==> src/rtl/wd_pkg.sv <==
package wd_pkg;
    typedef enum logic [1:0] {
        ST_IDLE    = 2'd0,
        ST_COUNT   = 2'd1,
        ST_EXPIRED = 2'd2
    } wd_state_t;
endpackage

==> src/rtl/wd_trig_edge.sv <==
module wd_trig_edge #(
    parameter int SYNC_STAGES = 2
) (
    input  logic clk,
    input  logic rst_n,
    input  logic trig_i,
    input  logic rise_en_i,
    input  logic fall_en_i,
    output logic edge_evt_o
);
    localparam int CHAIN_W = SYNC_STAGES + 1;

    logic [CHAIN_W-1:0] chain_q;
    logic               synced;
    logic               prev;

    // synchronizer stages plus one history flop
    always_ff @(posedge clk) begin
        if (!rst_n) begin
            chain_q <= '0;
        end else begin
            chain_q <= {chain_q[CHAIN_W-2:0], trig_i};
        end
    end

    assign synced = chain_q[SYNC_STAGES-1];
    assign prev   = chain_q[SYNC_STAGES];

    always_comb begin
        edge_evt_o = (rise_en_i & synced & ~prev) |
                     (fall_en_i & ~synced & prev);
    end
endmodule

==> src/rtl/wd_down_counter.sv <==
module wd_down_counter #(
    parameter int CNT_W = 32
) (
    input  logic             clk,
    input  logic             rst_n,
    input  logic             load_i,
    input  logic             run_i,
    input  logic             tick_i,
    input  logic [CNT_W-1:0] reload_i,
    output logic             zero_o
);
    logic [CNT_W-1:0] cnt_q;

    always_ff @(posedge clk) begin
        if (!rst_n) begin
            cnt_q <= '0;
        end else if (load_i) begin
            cnt_q <= reload_i;
        end else if (run_i && tick_i && (cnt_q != '0)) begin
            cnt_q <= cnt_q - 1'b1;
        end
    end

    assign zero_o = (cnt_q == '0);
endmodule

==> src/rtl/wd_ctrl_fsm.sv <==
module wd_ctrl_fsm
    import wd_pkg::*;
(
    input  logic clk,
    input  logic rst_n,
    input  logic enable_i,
    input  logic ping_i,
    input  logic clear_i,
    input  logic tick_i,
    input  logic cnt_zero_i,
    input  logic trig_evt_i,
    output logic load_o,
    output logic run_o,
    output logic expire_evt_o,
    output logic expired_o
);
    wd_state_t state_q;
    wd_state_t state_d;

    // next-state decision
    always_comb begin
        state_d = state_q;
        unique case (state_q)
            ST_IDLE: begin
                if (enable_i) state_d = ST_COUNT;            // START
            end
            ST_COUNT: begin
                if (!enable_i)                 state_d = ST_IDLE;     // STOP
                else if (trig_evt_i)           state_d = ST_EXPIRED;  // TRIGGER
                else if (ping_i)               state_d = ST_COUNT;    // REARM
                else if (tick_i && cnt_zero_i) state_d = ST_EXPIRED;  // TIMEOUT
            end
            ST_EXPIRED: begin
                if (clear_i) state_d = ST_IDLE;              // RECOVER
            end
            default: state_d = ST_IDLE;
        endcase
    end

    // state register
    always_ff @(posedge clk) begin
        if (!rst_n) begin
            state_q <= ST_IDLE;
        end else begin
            state_q <= state_d;
        end
    end

    // outputs
    always_comb begin
        load_o       = 1'b0;
        run_o        = 1'b0;
        expire_evt_o = 1'b0;
        expired_o    = 1'b0;
        unique case (state_q)
            ST_IDLE: begin
                load_o = enable_i;
            end
            ST_COUNT: begin
                run_o        = 1'b1;
                load_o       = enable_i && ping_i && !trig_evt_i;
                expire_evt_o = (state_d == ST_EXPIRED);
            end
            ST_EXPIRED: begin
                expired_o = 1'b1;
            end
            default: ;
        endcase
    end
endmodule

==> src/rtl/wd_pulse_gen.sv <==
module wd_pulse_gen #(
    parameter int PULSE_TICKS = 2
) (
    input  logic clk,
    input  logic rst_n,
    input  logic start_i,
    input  logic tick_i,
    output logic pulse_o
);
    localparam int PW = $clog2(PULSE_TICKS + 1);

    logic [PW-1:0] left_q;

    always_ff @(posedge clk) begin
        if (!rst_n) begin
            left_q <= '0;
        end else if (start_i) begin
            left_q <= PW'(PULSE_TICKS);
        end else if (tick_i && (left_q != '0)) begin
            left_q <= left_q - 1'b1;
        end
    end

    assign pulse_o = (left_q != '0);
endmodule

==> src/rtl/wd_port_override.sv <==
module wd_port_override #(
    parameter int NPORTS = 4,
    parameter int PORT_W = 8
) (
    input  logic                     clk,
    input  logic                     rst_n,
    input  logic                     capture_i,
    input  logic                     active_i,
    input  logic [NPORTS-1:0]        hiz_en_i,
    input  logic [NPORTS-1:0]        drive_en_i,
    input  logic [NPORTS*PORT_W-1:0] safe_val_i,
    input  logic [NPORTS*PORT_W-1:0] dout_i,
    input  logic [NPORTS*PORT_W-1:0] oe_i,
    output logic [NPORTS*PORT_W-1:0] dout_o,
    output logic [NPORTS*PORT_W-1:0] oe_o
);
    logic [NPORTS-1:0]        hiz_q;
    logic [NPORTS-1:0]        drv_q;
    logic [NPORTS*PORT_W-1:0] safe_q;

    always_ff @(posedge clk) begin
        if (!rst_n) begin
            hiz_q  <= '0;
            drv_q  <= '0;
            safe_q <= '0;
        end else if (capture_i) begin
            hiz_q  <= hiz_en_i;
            drv_q  <= drive_en_i;
            safe_q <= safe_val_i;
        end
    end

    for (genvar p = 0; p < NPORTS; p++) begin : g_port
        always_comb begin
            if (active_i && hiz_q[p]) begin
                dout_o[p*PORT_W +: PORT_W] = '0;
                oe_o[p*PORT_W +: PORT_W]   = '0;
            end else if (active_i && drv_q[p]) begin
                dout_o[p*PORT_W +: PORT_W] = safe_q[p*PORT_W +: PORT_W];
                oe_o[p*PORT_W +: PORT_W]   = '1;
            end else begin
                dout_o[p*PORT_W +: PORT_W] = dout_i[p*PORT_W +: PORT_W];
                oe_o[p*PORT_W +: PORT_W]   = oe_i[p*PORT_W +: PORT_W];
            end
        end
    end
endmodule

==> src/rtl/watchdog_safeout.sv <==
module watchdog_safeout #(
    parameter int NPORTS      = 4,
    parameter int PORT_W      = 8,
    parameter int TIMEOUT_W   = 32,
    parameter int PULSE_TICKS = 2,
    parameter int SYNC_STAGES = 2
) (
    input  logic                     clk,
    input  logic                     rst_n,
    input  logic                     tick_i,
    input  logic                     sw_enable_i,
    input  logic [TIMEOUT_W-1:0]     timeout_i,
    input  logic                     ping_i,
    input  logic                     clear_i,
    input  logic [NPORTS-1:0]        hiz_en_i,
    input  logic [NPORTS-1:0]        drive_en_i,
    input  logic [NPORTS*PORT_W-1:0] safe_val_i,
    input  logic                     ext_trig_i,
    input  logic                     trig_rise_en_i,
    input  logic                     trig_fall_en_i,
    input  logic                     irq_en_i,
    input  logic [NPORTS*PORT_W-1:0] port_dout_i,
    input  logic [NPORTS*PORT_W-1:0] port_oe_i,
    output logic [NPORTS*PORT_W-1:0] port_dout_o,
    output logic [NPORTS*PORT_W-1:0] port_oe_o,
    output logic                     expired_o,
    output logic                     pulse_o,
    output logic                     irq_o
);
    logic trig_evt;
    logic cnt_zero;
    logic load;
    logic run;
    logic expire_evt;
    logic expired;

    wd_trig_edge #(.SYNC_STAGES(SYNC_STAGES)) u_trig (
        .clk        (clk),
        .rst_n      (rst_n),
        .trig_i     (ext_trig_i),
        .rise_en_i  (trig_rise_en_i),
        .fall_en_i  (trig_fall_en_i),
        .edge_evt_o (trig_evt)
    );

    wd_down_counter #(.CNT_W(TIMEOUT_W)) u_cnt (
        .clk      (clk),
        .rst_n    (rst_n),
        .load_i   (load),
        .run_i    (run),
        .tick_i   (tick_i),
        .reload_i (timeout_i),
        .zero_o   (cnt_zero)
    );

    wd_ctrl_fsm u_fsm (
        .clk          (clk),
        .rst_n        (rst_n),
        .enable_i     (sw_enable_i),
        .ping_i       (ping_i),
        .clear_i      (clear_i),
        .tick_i       (tick_i),
        .cnt_zero_i   (cnt_zero),
        .trig_evt_i   (trig_evt),
        .load_o       (load),
        .run_o        (run),
        .expire_evt_o (expire_evt),
        .expired_o    (expired)
    );

    wd_pulse_gen #(.PULSE_TICKS(PULSE_TICKS)) u_pulse (
        .clk     (clk),
        .rst_n   (rst_n),
        .start_i (expire_evt),
        .tick_i  (tick_i),
        .pulse_o (pulse_o)
    );

    wd_port_override #(.NPORTS(NPORTS), .PORT_W(PORT_W)) u_ovr (
        .clk        (clk),
        .rst_n      (rst_n),
        .capture_i  (expire_evt),
        .active_i   (expired),
        .hiz_en_i   (hiz_en_i),
        .drive_en_i (drive_en_i),
        .safe_val_i (safe_val_i),
        .dout_i     (port_dout_i),
        .oe_i       (port_oe_i),
        .dout_o     (port_dout_o),
        .oe_o       (port_oe_o)
    );

    assign expired_o = expired;
    assign irq_o     = expired & irq_en_i;
endmodule

==> config.mk <==
export PLATFORM = sky130hd
export DESIGN_NAME = watchdog_safeout
export DESIGN_NICKNAME = d
export VERILOG_FILES = /design/src/rtl/wd_pkg.sv /design/src/rtl/wd_trig_edge.sv /design/src/rtl/wd_down_counter.sv /design/src/rtl/wd_ctrl_fsm.sv /design/src/rtl/wd_pulse_gen.sv /design/src/rtl/wd_port_override.sv /design/src/rtl/watchdog_safeout.sv
export SDC_FILE = /design/constraint.sdc
export NUM_CORES = 1
export LEC_CHECK = 0
export BUFFER_PORTS_ARGS = -buffer_cell sky130_fd_sc_hd__buf_4
export CELL_PAD_IN_SITES_DETAIL_PLACEMENT = 2
export CELL_PAD_IN_SITES_GLOBAL_PLACEMENT = 2
export CORE_UTILIZATION = 27
export DETAILED_ROUTE_END_ITERATION = 7
export HOLD_SLACK_MARGIN = 0.1
export PLACE_DENSITY = 0.79
export SLEW_MARGIN = 20
export SYNTH_ARGS = -nofsm -noshare
export SYNTH_HDL_FRONTEND = slang
export SYNTH_HIERARCHICAL = 1
export SYNTH_SLANG_ARGS = --single-unit
==> constraint.sdc <==
create_clock -name clk -period 3.6 [get_ports clk]
set_input_delay 0.36 -clock clk [delete_from_list [all_inputs] [get_ports clk]]
set_output_delay 0.36 -clock clk [all_outputs]
set_load 0.02 [all_outputs]
==> results of run 1 <==
[critical path, stage by stage (launching register included)]
cell and delay [ns]:
sky130_fd_sc_hd__dfxtp_1 0.35, sky130_fd_sc_hd__or4_1 0.68, sky130_fd_sc_hd__or3_1 0.44, sky130_fd_sc_hd__nor3_2 0.21, sky130_fd_sc_hd__buf_4 0.20, sky130_fd_sc_hd__and3b_1 0.18
sky130_fd_sc_hd__o21ai_2 0.09, sky130_fd_sc_hd__nor2_4 0.12, sky130_fd_sc_hd__buf_12 0.29, sky130_fd_sc_hd__mux2i_1 0.28, sky130_fd_sc_hd__nor2b_1 0.07
[flip-flops by register name, indices dropped and copies added, names as in the netlist]
register / count
u_fsm/state_q: 2
u_trig/chain_q: 3
u_ovr/safe_q: 32
u_ovr/drv_q: 4
u_pulse/left_q: 2
u_ovr/hiz_q: 4
u_cnt/cnt_q: 32
[cells by family after synthesis]
logic type	after synthesis
AOI/OAI and AO/OA	158
xor gates and xnor gates	2
adders and majority gates	2
buffers and inverters	71
DFF	79
muxes	43
and+or+nand+nor	239
[worst max-delay path by stage]
stage                          from                to  slack, ns
floorplan           u_cnt/cnt_q[24]    u_ovr/drv_q[0]       0.68
global placement    u_cnt/cnt_q[24]    u_ovr/drv_q[2]       0.77
detailed placement   u_cnt/cnt_q[1]   u_cnt/cnt_q[14]       0.61
CTS                 u_cnt/cnt_q[24]  u_ovr/safe_q[12]       0.51
global route         u_cnt/cnt_q[1]   u_cnt/cnt_q[14]       0.33
finish              u_cnt/cnt_q[24]  u_ovr/safe_q[12]       0.56
[layout by cell type (no fill, tap or decap), drive strengths merged, types with 3 or more instances in the layout]
cell,instances
o41ai,4
nand2,17
a31oi,21
a211oi,3
o21a,33
nor2,17
dfxtp,79
buf,222
and3,4
a221o,13
nand4,6
nand2b,16
nor4,12
and2,22
nor3,12
a21oi,8
bufinv,3
o31ai,8
o221ai,14
nor2b,64
o211ai,4
nand3,24
mux2i,42
a211o,5
and4b,5
clkbuf,10
or4,13
a21o,3
inv,26
o21ai,30
or3,13
or2,4
[power breakdown]
| group | total (mW) | leakage, nW | internal [mW] | switching (mW) |
|---|---|---|---|---|
| clock | 1.09 | 0.173 | 0.702 | 0.391 |
| sequential | 0.950 | 0.645 | 0.911 | 0.0396 |
| combinational | 0.553 | 1.98 | 0.274 | 0.279 |
[metal layers]
| layer | part of all wire, % | track usage (%) |
|---|---|---|
| met1 | 41 | 24.6 |
| met2 | 52 | 40.5 |
| met3 | 4.7 | 3.57 |
| met4 | 2.3 | 7.39 |
| met5 | 0 | 0 |
[layout make-up]
type | count | area [um2] | area share [%]
Multi-Input combinational cell | 444 | 3140 | 44.0
Timing Repair Buffer | 222 | 1680 | 23.5
Sequential cell | 79 | 1580 | 22.2
Tap cell | 229 | 287 | 4.01
Clock buffer | 10 | 239 | 3.35
Clock inverter | 6 | 116 | 1.63
Inverter | 25 | 93.8 | 1.31
[metrics by stage]
stage	setup WS, ns	area, um2	util (%)	hold WS [ns]
2_1_floorplan	0.685	5010	-	0.412
3_3_place_gp	0.769	6780	37.5	0.423
3_5_place_dp	0.611	6780	37.5	0.425
4_1_cts	0.515	7140	39.5	0.201
5_1_grt	0.330	7140	39.5	0.214
6_report	0.563	7140	39.5	0.216
==> flow_metrics.tcl, run 1 <==
set metrics [dict create \
    run_status "complete, but fails checks" \
    violations "design-rule violations" \
    timing.rr.end "u_ovr/safe_q[12]" \
    n_fill_cell 2086 \
    antennaDiodeCount 0 \
    finalCriticalPeriod_ns 3.04 \
    synth_compound_gate_area_share_pct 23.0 \
    power_leakage_nw 2.80 \
    synth-edff-count 0 \
    crit_path_max_fanout 42 \
    die_height_um 138 \
    remaining_drc_errors 48 \
    synth_area_leaders "sky130_fd_sc_hd__dfxtp_1 (32%), sky130_fd_sc_hd__mux2i_1 (8.4%), sky130_fd_sc_hd__nor2b_1 (7.9%)" \
    reg2reg_launch_point "u_cnt/cnt_q[24]" \
    initial_core_util_pct 27.7 \
    worst-setup-path-type "reg -> reg" \
    num_vias 5365 \
    post_synth_xor_area_fraction_pct 0.350 \
    type_of_the_worst_min_delay_path "in -> reg" \
    die_w_um 138 \
    global_route.usage.total_pct 21.6 \
    drive_gt1_share_pct 33.5 \
    timing_hold_violations_final 0 \
    ctsRootBufferMaster "sky130_fd_sc_hd__clkbuf_16" \
    finalCritPeriodShare_pct 84.4 \
    post-synth-top-area-fraction_pct 31.6 \
    post_cts.repair.setup_buffers 0 \
    muxShareOfSynthArea_pct 8.62 \
    clock_tree.htree_level_count 3 \
    design.die.area_mm2 0.0191 \
    gp_routability_congestion 0.874 \
    timing.hold.worst.start "ext_trig_i" \
    setup-tns-final_ns 0 \
    grt_setup_unrepaired "no" \
    initialDrtViolationCount 242 \
    cp.required_ns 3.83 \
    synth-async-reset-ratio_pct 0 \
    clkSlewWorstSetupHoldPaths_ns 0.07 \
    yosys.area_share.adder_pct 0.500 \
    routedWlPerCell_um 20.0 \
    grt-ovfl-total 0 \
    ys_seq_elements 79 \
    antenna_found_initial 0 \
    synth_simple_gate_area_share_pct 30.0 \
    post_synth_net_total 742 \
    clock-skew-final_ns 0.00967 \
    reg2reg_slack_ns 0.56 \
    post_cts_hold_buffer_count 0 \
    total_power_mw 2.60 \
    num_rows 49 \
    leading_cell_type_by_number_of_instances_after_synthesis "sky130_fd_sc_hd__dfxtp_1" \
    synth-seq-area-share_pct 31.6 \
    grt_first_pass_wirelength_um 32700 \
    final-instance-count-excl-fill 1015 \
    io_buffer_count 212 \
    worst_pin_slew_ns 0.778 \
    grt_start_max_net_pins 74 \
    avgViaCountPerCell 5.29 \
    floorplan.io_pins 213 \
    worst-endpoint-arrival_ns 3.27 \
    power_density_mw_per_mm2 364 \
    netlist_top_cells_count "sky130_fd_sc_hd__dfxtp_1 (79), sky130_fd_sc_hd__nor2b_1 (63), sky130_fd_sc_hd__mux2i_1 (42)" \
    vias_in_the_first_global_route 5906 \
    reg2reg_depth 10 \
    layout_nets 929 \
    distinct_cell_type_count_of_the_synthesized_netlist 69 \
    placed_insts 999 \
    detail_route.first_pass.iterations 7 \
    synth_warnings 6 \
    synth_area_leader_cell "sky130_fd_sc_hd__dfxtp_1" \
    area_growth_pct 42.6 \
    slew_violations 0 \
    min_to "u_trig/chain_q[0]" \
    core_mm2 0.0181 \
    insertion_delay_ns 0.34 \
    clock_tree_from_tritoncts "done" \
    cts_repair_resize_count 0 \
    clock-sinks 79 \
    syn_area_mm2 0.00501 \
    numCtsBuffers 9 \
    drv.max_cap_violation_count 0 \
    cts_max_path_buffers 2 \
    hpwlAfterDp_um 15700 \
    synthesis.instances 594 \
    max-vdd-ir-drop_mv 0.227 \
    final_setup_violation_count 0 \
    drtAntennaViolNets 0 \
    largest_family_of_logic_cells_by_synthesized_area "simple AND/OR/NAND/NOR gates" \
    synthFlopType "sky130_fd_sc_hd__dfxtp_1" \
    timing.max_slew.rel_slack_pct 48.1 \
    drt_wl_total_um 20300 \
    setup.worst_path.end_class "flop" \
    cp-start-kind "flop" \
    syn-mean-instance-area_um2 8.43 \
    achievable-frequency_mhz 329 \
    worstHoldPathCells 2 \
]
Note: power is estimated with default switching activity, not from simulation.
==> run 2: changes to the inputs <==
ABC_AREA = 1   (was default)
CORE_UTILIZATION = 21   (was 27)
PLACE_DENSITY = 0.74   (was 0.79)
clock period = 2.7 ns   (was 3.6 ns; I/O delays follow)
==> run 2 against run 1 <==
Via count increased by 18%. Final area increased by 6.5%. Clock-buffer cell count unchanged. The run now ends clean. Worst hold slack got worse by 0.094 ns. Largest power group unchanged. Wire length increased by 6.0%. Synthesized cell count increased by 59%. Critical path type unchanged. Clock skew decreased by 0.0015 ns. First-iteration DRC count decreased by 26%. Cell count increased by 45%.
==> flow_metrics.tcl, run 2 <==
set metrics [dict create \
    layout_nets 1287 \
    max-vdd-ir-drop_mv 0.280 \
    run_status "completed" \
    final_design_instance_area_without_fill_mm2 0.00760 \
    syn-mean-instance-area_um2 5.66 \
    synth-seq-area-share_pct 29.6 \
    core_mm2 0.0251 \
    synth-edff-count 0 \
    num_rows 58 \
    preCtsSetupSlack_ns 0.244 \
    fin_util_pct 30.3 \
    drtAntennaViolNets 0 \
    critical_path.n_buffers_inverters 3 \
    type_of_the_worst_min_delay_path "in -> reg" \
    area_growth_pct 42.2 \
    cp.required_ns 2.97 \
    clkSlewWorstSetupHoldPaths_ns 0.06 \
    timing_hold_violations_final 0 \
    worst-endpoint-arrival_ns 2.57 \
    power_leakage_nw 4.44 \
    synthesis.instances 944 \
    most-common-layout-cells "sky130_fd_sc_hd__nand2_1 (250), sky130_fd_sc_hd__nor2_1 (247), sky130_fd_sc_hd__buf_4 (220), sky130_fd_sc_hd__inv_1 (144), sky130_fd_sc_hd__dfxtp_1 (79)" \
    grt_setup_unrepaired "no" \
    die_w_um 162 \
    routedWlPerCell_um 14.6 \
    worst-setup-path-type "reg -> reg" \
    design.die.area_mm2 0.0261 \
    leading_cell_type_by_number_of_instances_after_synthesis "sky130_fd_sc_hd__nand2_1" \
    gp_routability_congestion 0.778 \
    initialDrtViolationCount 178 \
    numCtsBuffers 9 \
    clock_tree_from_tritoncts "done" \
    achievable-frequency_mhz 434 \
    synth_area_leaders "sky130_fd_sc_hd__dfxtp_1 (30%), sky130_fd_sc_hd__nand2_1 (18%), sky130_fd_sc_hd__nor2_1 (17%)" \
    largest_registers "u_cnt/cnt_q (32), u_ovr/safe_q (32)" \
    vias_in_the_first_global_route 6938 \
    ctsRootBufferMaster "sky130_fd_sc_hd__clkbuf_16" \
    final-instance-count-excl-fill 1474 \
    clock-sinks 79 \
    synthFlopType "sky130_fd_sc_hd__dfxtp_1" \
    clock-skew-final_ns 0.00815 \
    syn_area_mm2 0.00535 \
    antennaDiodeCount 0 \
    detail_route.first_pass.iterations 6 \
    io_buffer_count 212 \
    slowest_stage "sky130_fd_sc_hd__dfxtp_1" \
    hpwlAfterDp_um 16800 \
    setup.worst_path.end_class "flop" \
    drive_gt1_share_pct 24.1 \
    post-synth-top-area-fraction_pct 29.6 \
    seq_power_share_pct 35.1 \
    die_height_um 162 \
    power.switching_fraction_pct 30.1 \
    insertion_delay_ns 0.34 \
    synth_area_leader_cell "sky130_fd_sc_hd__dfxtp_1" \
    internal_power_contribution_mw 2.53 \
    clock_tree.htree_level_count 3 \
    finalCritPeriodShare_pct 85.4 \
    ys_seq_elements 79 \
    initial_core_util_pct 21.3 \
    total_switching_power_mw 1.09 \
    num_vias 6337 \
    placed_insts 1458 \
    final_setup_violation_count 0 \
    synth_warnings 6 \
    worst_path_top_cell_family_by_delay "simple AND/OR/NAND/NOR gates" \
    antenna_found_initial 0 \
    post_synth_net_total 1092 \
    cts_max_path_buffers 2 \
    drv.max_cap_violation_count 0 \
    remaining_drc_errors 0 \
    final_common_cell "sky130_fd_sc_hd__nand2_1" \
    worstHoldPathCells 3 \
    power_density_mw_per_mm2 477 \
    slew_violations 0 \
    cp-start-kind "flop" \
    finalCriticalPeriod_ns 2.31 \
    reg2reg_slack_ns 0.39 \
    avgViaCountPerCell 4.30 \
    setup-tns-final_ns 0 \
    grt-ovfl-total 0 \
    hold-worst-slack_ns 0.122 \
    grt_start_max_net_pins 61 \
    reg2reg_depth 13 \
    worstPathCellList "inv_1, ha_1, nand2_4, nor2_8, nand3_1, nor3_1, nand2_1, nand2_1, nand3_2, inv_1, buf_12, o21ai_0, nor2_1" \
    floorplan.io_pins 213 \
    synth-async-reset-ratio_pct 0 \
    total_power_mw 3.62 \
    grt_first_pass_wirelength_um 34900 \
    netlist_top_cells_count "sky130_fd_sc_hd__nand2_1 (250), sky130_fd_sc_hd__nor2_1 (248), sky130_fd_sc_hd__inv_1 (144)" \
    worst_slack_ns 0.393 \
    worstSetupPathDepth 13 \
    cpPeakStageDelay_ns 0.33 \
    n_fill_cell 3173 \
    drt_wl_total_um 21500 \
    timing.max_slew.rel_slack_pct 56.2 \
    distinct_cell_type_count_of_the_synthesized_netlist 37 \
    crit_path_max_fanout 41 \
    share_clk_of_total_power_pct 40.5 \
    comb_power_share_pct 24.3 \
    global_route.usage.total_pct 16.9 \
    placedInstanceArea_mm2 0.00725 \
    worst_pin_slew_ns 0.653 \
]
==> run 2: cell types whose count changed after synthesis, sizes merged, moves of 14 or more <==
cell and delta:
nand2 +248, nor2 +241, inv +121, nor2b -64, mux2i -41, o21a -33
o21ai +30, and2 -21, a31oi -20, nand2b -16, nand3 +16, xor2 +15
o221ai -14
==> run 2: cells by family after synthesis <==
kind of cell    count (synthesis)  synth area share (%)
simple gates                  577                  44.5
buf+inv                       184                  13.8
compound gates                 82                  8.36
flops                          79                  29.6
xor+xnor                       19                  3.11
fa+ha+maj                       2                 0.468
mux                             1                 0.187
==> run 2: final cells by class <==
| class | count | area, um2 | area share (%) |
|---|---|---|---|
| sequential | 79 | 1580 | 20.8 |
| inverter | 147 | 554 | 7.29 |
| multi-input combinational | 681 | 3030 | 39.8 |
| clock buffer | 10 | 239 | 3.14 |
| clock inverter | 6 | 115 | 1.51 |
| timing repair buffer | 221 | 1670 | 22.0 |
| tap | 330 | 413 | 5.43 |
==> run 2: metal layers <==
metal | GRT usage [%] | wire length (um) | vias to the layer above
li1 | - | - | 3196
met1 | 18.5 | 8650 | 2985
met2 | 30.7 | 10900 | 143
met3 | 6.39 | 1710 | 13
met4 | 3.90 | 259 | 0
met5 | 0 | 0 | -
==> run 2: worst reg2reg max path: cells and delay by family (launching register included) <==
kind            cells  cell delay [ns]
fa+ha+maj           1             0.27
compound gates      1             0.14
flops               1             0.33
simple gates        8             0.99
buf+inv             3             0.50
==> run 2: final timing paths <==
check / startpoint / to
setup / recovery: u_cnt/cnt_q[0] / u_ovr/drv_q[1]
hold reg to reg: u_trig/chain_q[0] / u_trig/chain_q[1]
hold / removal: ext_trig_i / u_trig/chain_q[0]
setup reg to reg: u_cnt/cnt_q[0] / u_ovr/drv_q[1]
==> run 2: power groups by stage <==
stage               Combinational (mW)  Clock [mW]  Sequential [mW]
finish                           0.882        1.47             1.27
global route                     0.989        1.58             1.28
CTS                              0.900        1.53             1.27
detailed placement               0.891           0             1.30
global placement                 0.867           0             1.30
floorplan                        0.509           0             1.28
==> run 2: timing repair <==
| action | CTS | global route |
|---|---|---|
| setup endpoints to repair | 0 | 3 |
| hold buffers | 0 | 0 |
| buffers inserted | 0 | 0 |
| resized for setup | 0 | 2 |
| endpoints found under the hold margin | 0 | 0 |
